## config.mk

```make
export PLATFORM = sky130hd
export DESIGN_NAME = evt_merger
export DESIGN_NICKNAME = d
export VERILOG_FILES = /design/src/rtl/evm_pkg.sv /design/src/rtl/evm_fifo.sv /design/src/rtl/evm_sel.sv /design/src/rtl/evt_merger.sv
export SDC_FILE = /design/constraint.sdc
export NUM_CORES = 1
export LEC_CHECK = 0
export ABC_AREA = 1
export CORE_MARGIN = 2
export CORE_UTILIZATION = 53
export CTS_BUF_LIST = sky130_fd_sc_hd__clkbuf_4 sky130_fd_sc_hd__clkbuf_8
export DETAILED_ROUTE_END_ITERATION = 16
export GPL_TIMING_DRIVEN = 0
export PLACE_DENSITY = 0.83
export SYNTH_ARGS = -nofsm -noshare
export SYNTH_HDL_FRONTEND = slang
export SYNTH_SLANG_ARGS = --single-unit
```

## constraint.sdc

```tcl
create_clock -name clk -period 4 [get_ports clk]
set_clock_uncertainty 0.2 [all_clocks]
set_input_delay 0.4 -clock clk [delete_from_list [all_inputs] [get_ports clk]]
set_output_delay 0.4 -clock clk [all_outputs]
set_load 0.005 [all_outputs]
```

## src/rtl/evm_pkg.sv

```systemverilog
package evm_pkg;

    typedef enum logic [2:0] {
        ST_IDLE,
        ST_HEAD,
        ST_TRIG,
        ST_FRAG,
        ST_TAIL
    } evm_state_e;

    localparam int          WORD_W   = 32;
    localparam int          TAG_W    = 2;
    localparam int          EVN_W    = 8;
    localparam int          WCNT_W   = 16;
    localparam logic [7:0]  HDR_MARK = 8'hA5;
    localparam logic [7:0]  TRL_MARK = 8'h5A;

    function automatic logic [WORD_W-1:0] make_header(input logic [TAG_W-1:0] tag,
                                                      input logic [EVN_W-1:0] evn);
        return {HDR_MARK, 14'd0, tag, evn};
    endfunction

    function automatic logic [WORD_W-1:0] make_trailer(input logic err,
                                                       input logic [WCNT_W-1:0] cnt);
        return {TRL_MARK, err, 7'd0, cnt};
    endfunction

endpackage

```

## src/rtl/evm_fifo.sv

```systemverilog
module evm_fifo #(
    parameter int W     = 34,
    parameter int DEPTH = 4
) (
    input  logic         clk,
    input  logic         rst,
    input  logic         push,
    input  logic [W-1:0] wr_data,
    input  logic         pop,
    output logic [W-1:0] rd_data,
    output logic         empty,
    output logic         full
);
    localparam int PTR_W = (DEPTH > 1) ? $clog2(DEPTH) : 1;
    localparam int CNT_W = $clog2(DEPTH + 1);
    localparam logic [PTR_W-1:0] PTR_LAST = PTR_W'(DEPTH - 1);
    localparam logic [CNT_W-1:0] CNT_FULL = CNT_W'(DEPTH);

    logic [W-1:0]     mem [DEPTH];
    logic [PTR_W-1:0] wr_ptr;
    logic [PTR_W-1:0] rd_ptr;
    logic [CNT_W-1:0] fill;
    logic             do_push;
    logic             do_pop;

    assign empty   = (fill == '0);
    assign full    = (fill == CNT_FULL);
    assign do_push = push && !full;
    assign do_pop  = pop && !empty;
    assign rd_data = mem[rd_ptr];

    always_ff @(posedge clk) begin
        if (do_push) begin
            mem[wr_ptr] <= wr_data;
        end
    end

    always_ff @(posedge clk) begin
        if (rst) begin
            wr_ptr <= '0;
            rd_ptr <= '0;
            fill   <= '0;
        end else begin
            if (do_push) begin
                wr_ptr <= (wr_ptr == PTR_LAST) ? '0 : wr_ptr + PTR_W'(1);
            end
            if (do_pop) begin
                rd_ptr <= (rd_ptr == PTR_LAST) ? '0 : rd_ptr + PTR_W'(1);
            end
            unique case ({do_push, do_pop})
                2'b10:   fill <= fill + CNT_W'(1);
                2'b01:   fill <= fill - CNT_W'(1);
                default: fill <= fill;
            endcase
        end
    end

endmodule

```

## src/rtl/evm_sel.sv

```systemverilog
module evm_sel #(
    parameter int N_IN  = 3,
    parameter int W     = 32,
    parameter int IDX_W = 2
) (
    input  logic [IDX_W-1:0]  sel,
    input  logic              en,
    input  logic              sink_ready,
    input  logic [N_IN-1:0]   src_valid,
    input  logic [N_IN*W-1:0] src_data,
    input  logic [N_IN-1:0]   src_last,
    output logic [N_IN-1:0]   src_ready,
    output logic              sel_valid,
    output logic [W-1:0]      sel_data,
    output logic              sel_last
);
    for (genvar g = 0; g < N_IN; g++) begin : g_rdy
        assign src_ready[g] = en && sink_ready && (sel == IDX_W'(g));
    end

    always_comb begin
        sel_valid = 1'b0;
        sel_data  = '0;
        sel_last  = 1'b0;
        for (int i = 0; i < N_IN; i++) begin
            if (sel == IDX_W'(i)) begin
                sel_valid = src_valid[i];
                sel_data  = src_data[i*W +: W];
                sel_last  = src_last[i];
            end
        end
    end

endmodule

```

## src/rtl/evt_merger.sv

```systemverilog
module evt_merger
    import evm_pkg::*;
#(
    parameter int N_IN      = 3,
    parameter int ACC_DEPTH = 4,
    parameter int MIS_W     = 8
) (
    input  logic                   clk,
    input  logic                   rst,
    input  logic                   acc_stb,
    input  logic [1:0]             acc_tag,
    input  logic [31:0]            acc_bits,
    output logic                   acc_busy,
    input  logic [N_IN-1:0]        src_valid,
    input  logic [32*N_IN-1:0]     src_data,
    input  logic [N_IN-1:0]        src_last,
    output logic [N_IN-1:0]        src_ready,
    output logic                   pkt_valid,
    output logic [31:0]            pkt_data,
    output logic                   pkt_ctrl,
    input  logic                   pkt_ready,
    output logic [MIS_W-1:0]       mis_count
);
    localparam int                IDX_W    = (N_IN > 1) ? $clog2(N_IN) : 1;
    localparam logic [IDX_W-1:0]  IDX_LAST = IDX_W'(N_IN - 1);
    localparam int                ENT_W    = TAG_W + WORD_W;
    localparam logic [MIS_W-1:0]  MIS_MAX  = {MIS_W{1'b1}};

    evm_state_e        state;
    evm_state_e        state_nx;

    logic [ENT_W-1:0]  q_head;
    logic              q_empty;
    logic              q_full;
    logic              q_pop;
    logic [TAG_W-1:0]  q_tag;
    logic [WORD_W-1:0] q_bits;

    logic [IDX_W-1:0]  sel;
    logic              first_word;
    logic              err_flag;
    logic [WCNT_W-1:0] wcount;
    logic [EVN_W-1:0]  evn;
    logic [MIS_W-1:0]  mis_q;

    logic              sel_valid;
    logic [WORD_W-1:0] sel_data;
    logic              sel_last;
    logic              in_frag;
    logic              frag_fire;
    logic              frag_bad;

    // Accept queue: tag and trigger bits travel together
    evm_fifo #(.W(ENT_W), .DEPTH(ACC_DEPTH)) u_accq (
        .clk     (clk),
        .rst     (rst),
        .push    (acc_stb),
        .wr_data ({acc_tag, acc_bits}),
        .pop     (q_pop),
        .rd_data (q_head),
        .empty   (q_empty),
        .full    (q_full)
    );

    assign q_tag    = q_head[ENT_W-1 -: TAG_W];
    assign q_bits   = q_head[WORD_W-1:0];
    assign acc_busy = q_full;

    assign in_frag = (state == ST_FRAG);

    evm_sel #(.N_IN(N_IN), .W(WORD_W), .IDX_W(IDX_W)) u_sel (
        .sel        (sel),
        .en         (in_frag),
        .sink_ready (pkt_ready),
        .src_valid  (src_valid),
        .src_data   (src_data),
        .src_last   (src_last),
        .src_ready  (src_ready),
        .sel_valid  (sel_valid),
        .sel_data   (sel_data),
        .sel_last   (sel_last)
    );

    assign frag_fire = in_frag && sel_valid && pkt_ready;
    assign frag_bad  = first_word && (sel_data[TAG_W-1:0] != q_tag);
    assign q_pop     = (state == ST_TAIL) && pkt_ready;
    assign mis_count = mis_q;

    // State register
    always_ff @(posedge clk) begin
        if (rst) begin
            state <= ST_IDLE;
        end else begin
            state <= state_nx;
        end
    end

    // Transitions
    always_comb begin
        state_nx = state;
        unique case (state)
            ST_IDLE: if (!q_empty)                state_nx = ST_HEAD;
            ST_HEAD: if (pkt_ready)               state_nx = ST_TRIG;
            ST_TRIG: if (pkt_ready)               state_nx = ST_FRAG;
            ST_FRAG: if (frag_fire && sel_last && sel == IDX_LAST)
                                                  state_nx = ST_TAIL;
            ST_TAIL: if (pkt_ready)               state_nx = ST_IDLE;
            default:                              state_nx = ST_IDLE;
        endcase
    end

    // Outputs
    always_comb begin
        pkt_valid = 1'b0;
        pkt_ctrl  = 1'b0;
        pkt_data  = '0;
        unique case (state)
            ST_IDLE: ;
            ST_HEAD: begin
                pkt_valid = 1'b1;
                pkt_ctrl  = 1'b1;
                pkt_data  = make_header(q_tag, evn);
            end
            ST_TRIG: begin
                pkt_valid = 1'b1;
                pkt_data  = q_bits;
            end
            ST_FRAG: begin
                pkt_valid = sel_valid;
                pkt_data  = sel_data;
            end
            ST_TAIL: begin
                pkt_valid = 1'b1;
                pkt_ctrl  = 1'b1;
                pkt_data  = make_trailer(err_flag, wcount);
            end
            default: ;
        endcase
    end

    // Per-event datapath and counters
    always_ff @(posedge clk) begin
        if (rst) begin
            sel        <= '0;
            first_word <= 1'b1;
            err_flag   <= 1'b0;
            wcount     <= '0;
            evn        <= '0;
            mis_q      <= '0;
        end else begin
            if (state == ST_TRIG && pkt_ready) begin
                sel        <= '0;
                first_word <= 1'b1;
                err_flag   <= 1'b0;
                wcount     <= '0;
            end
            if (frag_fire) begin
                wcount     <= wcount + WCNT_W'(1);
                first_word <= sel_last;
                if (sel_last && sel != IDX_LAST) begin
                    sel <= sel + IDX_W'(1);
                end
                if (frag_bad) begin
                    err_flag <= 1'b1;
                    if (mis_q != MIS_MAX) begin
                        mis_q <= mis_q + MIS_W'(1);
                    end
                end
            end
            if (q_pop) begin
                evn <= evn + EVN_W'(1);
            end
        end
    end

endmodule

```

; ---- Word-level counts from Yosys, hierarchy flattened
; Memories as Yosys holds them, arrays and structs flattened. A register that Yosys moved wholly into a read port is not among the register bits.
; Index checks and enable logic that the tools add are counted.
[word_totals]
ff_bits = 46
ramBits = 136
out_inout_bits = 46
elab_cells = 98
memories = 1
[op_classes]
n_addsub = 8
n_eq_ne = 19
n_mux = 35
n_reduce_logical = 25
[mem_list]
columns = memory, words, word_bits, rd, rd_clocked_by_memory_dff, write_ports, line
row1 = u_accq.mem, 4, 34, 1, 1, 1, evm_fifo.sv:19  ; logic [W-1:0] mem [DEPTH];
[ops]
columns = op, count
row1 = $pmux 32 s4, 1
row2 = $mux 32, 3
row3 = $mux 16, 2
row4 = $add 16x1->16 const B, 1
row5 = $add 8x1->8 const B, 2
row6 = $mux 3, 5
row7 = $pmux 3 s5, 1
row8 = $logic_and 1x1->1, 14
row9 = $mux 1, 14
row10 = $mux 2, 7
row11 = $ne 2x2->1 const B, 5
row12 = $eq 2x2->1 const B, 4
row13 = $ne 8x8->1 const B, 1
row14 = $add 2x1->2 const B, 3
row15 = $eq 3x2->1 const B, 2
row16 = $eq 3x3->1 const B, 2
row17 = $logic_not 3->1, 2
row18 = $pmux 3 s2, 1
row19 = $reduce_and 5->1, 1
row20 = $eq 2x1->1 const B, 2
row21 = $reduce_bool 2->1, 2
row22 = $add 3x1->3 const B, 1
row23 = $eq 3x1->1 const B, 1
row24 = $reduce_and 3->1, 1
row25 = other kinds (8), 9

; ---- Longest topological paths before layout
[logic_depth]
word_depth = 10
mapped_depth = 14
depth_no_buf = 14

; ---- Hierarchy
; Synthesis repeated with hierarchy kept, for this count alone.
[unflattened]
hier_cells = 954
area_unflattened_um2 = 9133.8
[modules_own_cells]
columns = mod, n_inst, cells_per_inst, area_each_um2
row1 = evm_fifo, 1, 401, 5751.8
row2 = evt_merger, 1, 393, 2578.7
row3 = evm_sel, 1, 160, 803.3

; ---- Worst setup path before layout
; No wires, ideal clock.
[synth_timing]
kind = reg-to-reg
from = reg u_accq.fill[2]
to = mem u_accq.mem[0][0] (enable)
setup_ps = 425
arrival_ps = 2174
required_time_ps = 3375
setup_slack_ps = 1200
path_stages_with_launch = 6
path_buffers = 0
period_less_slack_ps = 2800
path_cell_list = dfxtp_1 inv_1 nor3_1 nor2_1 clkinv_1 nor2_1
[synth_via]
elab_chain_cells = 5
[synth_lines]
columns = element, line
row1 = start: declaration, evm_fifo.sv:22  ; logic [CNT_W-1:0] fill;
row2 = start signal: assignment, evm_fifo.sv:51  ; 2'b10: fill <= fill + CNT_W'(1);
row3 = start signal: assignment, evm_fifo.sv:52  ; 2'b01: fill <= fill - CNT_W'(1);
row4 = start signal: assignment, evm_fifo.sv:53  ; default: fill <= fill;
row5 = $eq 3x3->1, evm_fifo.sv:27  ; assign full = (fill == CNT_FULL);
row6 = via acc_busy, evt_merger.sv:13  ; output logic acc_busy,
row7 = $logic_not 1->1, evm_fifo.sv:28  ; assign do_push = push && !full;
row8 = $logic_and 1x1->1, evm_fifo.sv:28
row9 = $mux 1, evm_fifo.sv:33  ; if (do_push) begin
row10 = $mux 1 (not written as such), evm_fifo.sv:34  ; mem[wr_ptr] <= wr_data;
row11 = end: declaration, evm_fifo.sv:19
; The timed path passes the listed nets, and every way through them passes these cells.

; ---- Worst setup path after layout
[layout_timing]
from = reg sel[0]
to = out pkt_data[26]
[layout_via]
elab_chain_cells = 5
elab_cells_between_ends = 7
[layout_lines]
columns = element, line
row1 = start: declaration, evt_merger.sv:39  ; logic [IDX_W-1:0] sel;
row2 = start signal: assignment, evt_merger.sv:161  ; sel <= sel + IDX_W'(1);
row3 = $logic_not 2->1, evm_sel.sv:26  ; if (sel == IDX_W'(i)) begin
row4 = $mux 32 (2 in a row), evm_sel.sv:26
row5 = $mux 32 (*), evm_sel.sv:26
row6 = $pmux 32 s4 (*), evt_merger.sv:117  ; unique case (state)
row7 = end: declaration, evt_merger.sv:19  ; output logic [31:0] pkt_data,
; Mark *: on every way between the ends. The rest lies on a longest branch, timed or not.

==> reports/qor.txt <==
post-layout minimum cycle time - 3.822 ns
RSZ-0062 raised after global routing - false
area grow syn2layout - 30.29%
clk slew on worst S/H paths - 0.08 ns
Antenna diodes - 0
die height - 132.3 µm
ANT nets after route - 0
Reg2Reg Setup Slack - 1.32 ns
DR vias - 8069
slowest CP cell - clkdlybuf4s50_1
TritonRoute pass-1 iters - 9
flops & latches, synth - 184
Setup Crit Path Kind - flip-flop to primary output
# clock sinks - 184
Final Setup Violations - 0
async set-reset flop share out of synthesis - 0%
post-synth cell types - 41
final hold violations - 0
R2R cell count - 14
Slew Limit Fails - 0
vias per inst - 5.868
TritonCTS clock tree - built
CP required - 3.40 ns
delay-heaviest family, CP - buffers and inverters
Synth area leaders - edfxtp_1 (47%), dfxtp_1 (11%), nand2_1 (8.5%), o21ai_0 (6.1%), a21oi_1 (4.9%)
Hold Path Origin - wcount[15]
share of cells above drive strength 1 - 6.040%
Peak Freq - 261.6 MHz
gr usage total - 31.16%
drt total wl - 27220 µm
RR Startpoint - state[1]
fin area - 11360 µm²
synth warn - 0
Crit path top cell by count - clkbuf_1
Post-synth EDFFs - 136
Crit. End Element - primary output
first-pass GRT wire length - 41880 µm
Mean Syn Cell Area - 9.296 µm²
status - completed
Syn Inst Count - 938
CTS Buf Count - 17
syn_nets - 1091
violation count after the first detailed-route iteration - 813
Reg2Reg Capture Point - u_accq.fill[2]
H-tree Lvls - 4
clk_lat worst skew - 0.46 ns
WP buf/inv - 4
Power Dens Cells - 406.9 nW/µm²
Cell Rows - 46
vias in the first global route - 7930
worst slew pin tran - 0.7408 ns
routability cong. - 0.9275
WHS Endpoint - wcount[15]
Post-Place Cell Area - 10960 µm²
Tot Pwr - 4623 µW
initial core utilization - 54.50%
slowest stage delay, CP - 0.57 ns
Final Cycle Share - 95.55%
Root Driver - clkbuf_8
worst hold slack - 0.2873 ns
Top Ports - 186
sequential-to-total area share from yosys stat - 57.86%
worst IR drop on VDD - 0.3203 mV
Placed Instances - 1343
class of the worst hold path - flip-flop to flip-flop
Avg WL per Cell - 19.79 µm
largest area contributor in the netlist - edfxtp_1
grt ovf - 0
Placement Setup Slack - 0.6945 ns
Worst setup SP type - flip-flop
Non-Filler Instances - 1375
critical path arrival - 3.22 ns
prevailing post-synth register cell - edfxtp_1
CP max FO - 10
PortBufs - 185
hpwl dp - 20030 µm
largest net degree at the start of global routing - 31
leakage - 0.004056 µW
Max-cap violations - 0
Post-Syn Area - 8720 µm²
Critical Path, Cell by Cell - inv_1, ha_1, clkbuf_1, clkbuf_1, a221oi_1, o21ai_0, clkdlybuf4s50_1
initial antenna violation count - 0
setup ws final - 0.1780 ns
post-synth top area share - 46.84%
hold-critical path depth - 2
Worst slew margin - 50.50%
# DRC - 0
Total Nets Final - 1299
core area - 16000 µm²
Die Wd - 132.3 µm
Max clock buf depth - 2
die area - 17490 µm²
==> how the worst max path moves through the flow <==
stage,from,to,cells after the start
CTS,state[2],pkt_data[4],7
detailed placement,state[0],pkt_data[4],8
global route,sel[0],pkt_data[26],7
floorplan,u_accq.fill[2],u_accq.mem[0][0],5
global placement,acc_stb,u_accq.mem[0][13],5
finish,sel[0],pkt_data[26],7
==> registers in the layout, indices dropped and copies added (netlist names), named ones only <==
signal,flops
mis_count,8
sel,2
evn,8
u_accq.rd_ptr,2
u_accq.wr_ptr,2
wcount,16
state,3
u_accq.fill,3
err_flag,1
first_word,1
u_accq.mem,136
==> worst register-to-register path: stages, from the launching register on <==
cell	delay, ns
dfxtp_1	0.36
inv_1	0.09
nand2_1	0.07
nor2_2	0.18
nand2_1	0.19
inv_1	0.17
nand2_1	0.11
inv_1	0.10
ha_1	0.15
inv_1	0.07
fa_1	0.38
a21oi_1	0.15
o21ai_0	0.12
o21ai_0	0.18
a21oi_1	0.06
==> placed cells by master (no fill, tap or decap), drive strengths merged, types with 2 or more instances in the layout <==
cell / synthesis / layout
a211oi: 4 / 4
a21oi: 86 / 86
a221oi: 11 / 11
buf: 11 / 15
bufinv: 0 / 2
clkbuf: 39 / 60
clkdlybuf4s50: 0 / 185
clkinv: 1 / 7
dfxtp: 48 / 48
edfxtp: 136 / 136
ha: 12 / 12
inv: 66 / 69
nand2: 201 / 201
nand3: 39 / 39
nand4: 11 / 11
nor2: 97 / 97
nor3: 12 / 12
o2111ai: 7 / 7
o211ai: 8 / 8
o21ai: 107 / 107
o221ai: 6 / 6
o22ai: 24 / 24
xnor2: 2 / 2
xor2: 3 / 3
==> cells in the mapped netlist (2+ instances only) <==
cell type	n
nand3_1	37
o21ai_0	106
buf_2	4
nand2_1	197
xnor2_1	2
buf_1	2
ha_1	12
nand3_4	2
o2111ai_1	7
nor2_1	90
nand4_1	11
buf_4	3
inv_1	62
a221oi_1	11
nor2_4	3
nor2_2	4
nor3_2	2
o211ai_1	8
o221ai_1	6
dfxtp_1	48
edfxtp_1	136
buf_6	2
inv_2	4
nand2_2	3
a211oi_1	4
clkbuf_1	38
a21oi_1	86
nor3_1	10
xor2_1	3
o22ai_1	24
==> layer usage <==
metal | GRT usage [%] | vias to the layer above | wire, µm
met1 | 39.34 | 3771 | 10520
met4 | 15.89 | 0 | 1346
met2 | 51.27 | 488 | 12940
met5 | 0 | - | 0
li1 | - | 3709 | -
met3 | 6.228 | 101 | 2414
==> cell families (layout without fill, tap and decap cells) <==
logic type                 Yosys count  after routing  share of synthesized area (%)
AOI/OAI and AO/OA                  256            256                          16.53
xor gates and xnor gates             5              5                         0.5023
adders and majority gates           13             13                          1.951
buffers and inverters              117            338                          5.410
DFF                                184            184                          57.86
and+or+nand+nor                    363            363                          17.75
==> power breakdown <==
part	internal, µW	leakage [µW]	switching [µW]
sequential	2130	0.00164	30.9
combinational	562	0.00221	644
clock	604	0.000213	649
total	3300	0.00406	1320
==> layout make-up <==
class	count	area, µm²
Fill cell	1201	4639
Clock buffer	21	276.5
Inverter	67	251.5
Sequential cell	184	5045
Multi-Input combinational cell	637	3233
Buffer	50	221.5
Timing Repair Buffer	189	1939
Tap cell	216	270.3
Clock inverter	11	123.9
==> what timing repair did <==
| item | CTS | global route |
|---|---|---|
| endpoints found under the setup margin | 0 | 1 |
| hold buffers | 0 | 0 |
| buffers inserted | 0 | 0 |
| gates resized for setup | 0 | 2 |
==> per-stage QoR <==
stage,TNS (ns),utilization [%]
floorplan,0,-
global placement,-67.05,67.76
detailed placement,0,68.49
CTS,0,71.00
global route,0,71.00
finish,0,71.00
Power figures use the tool's default switching activity.
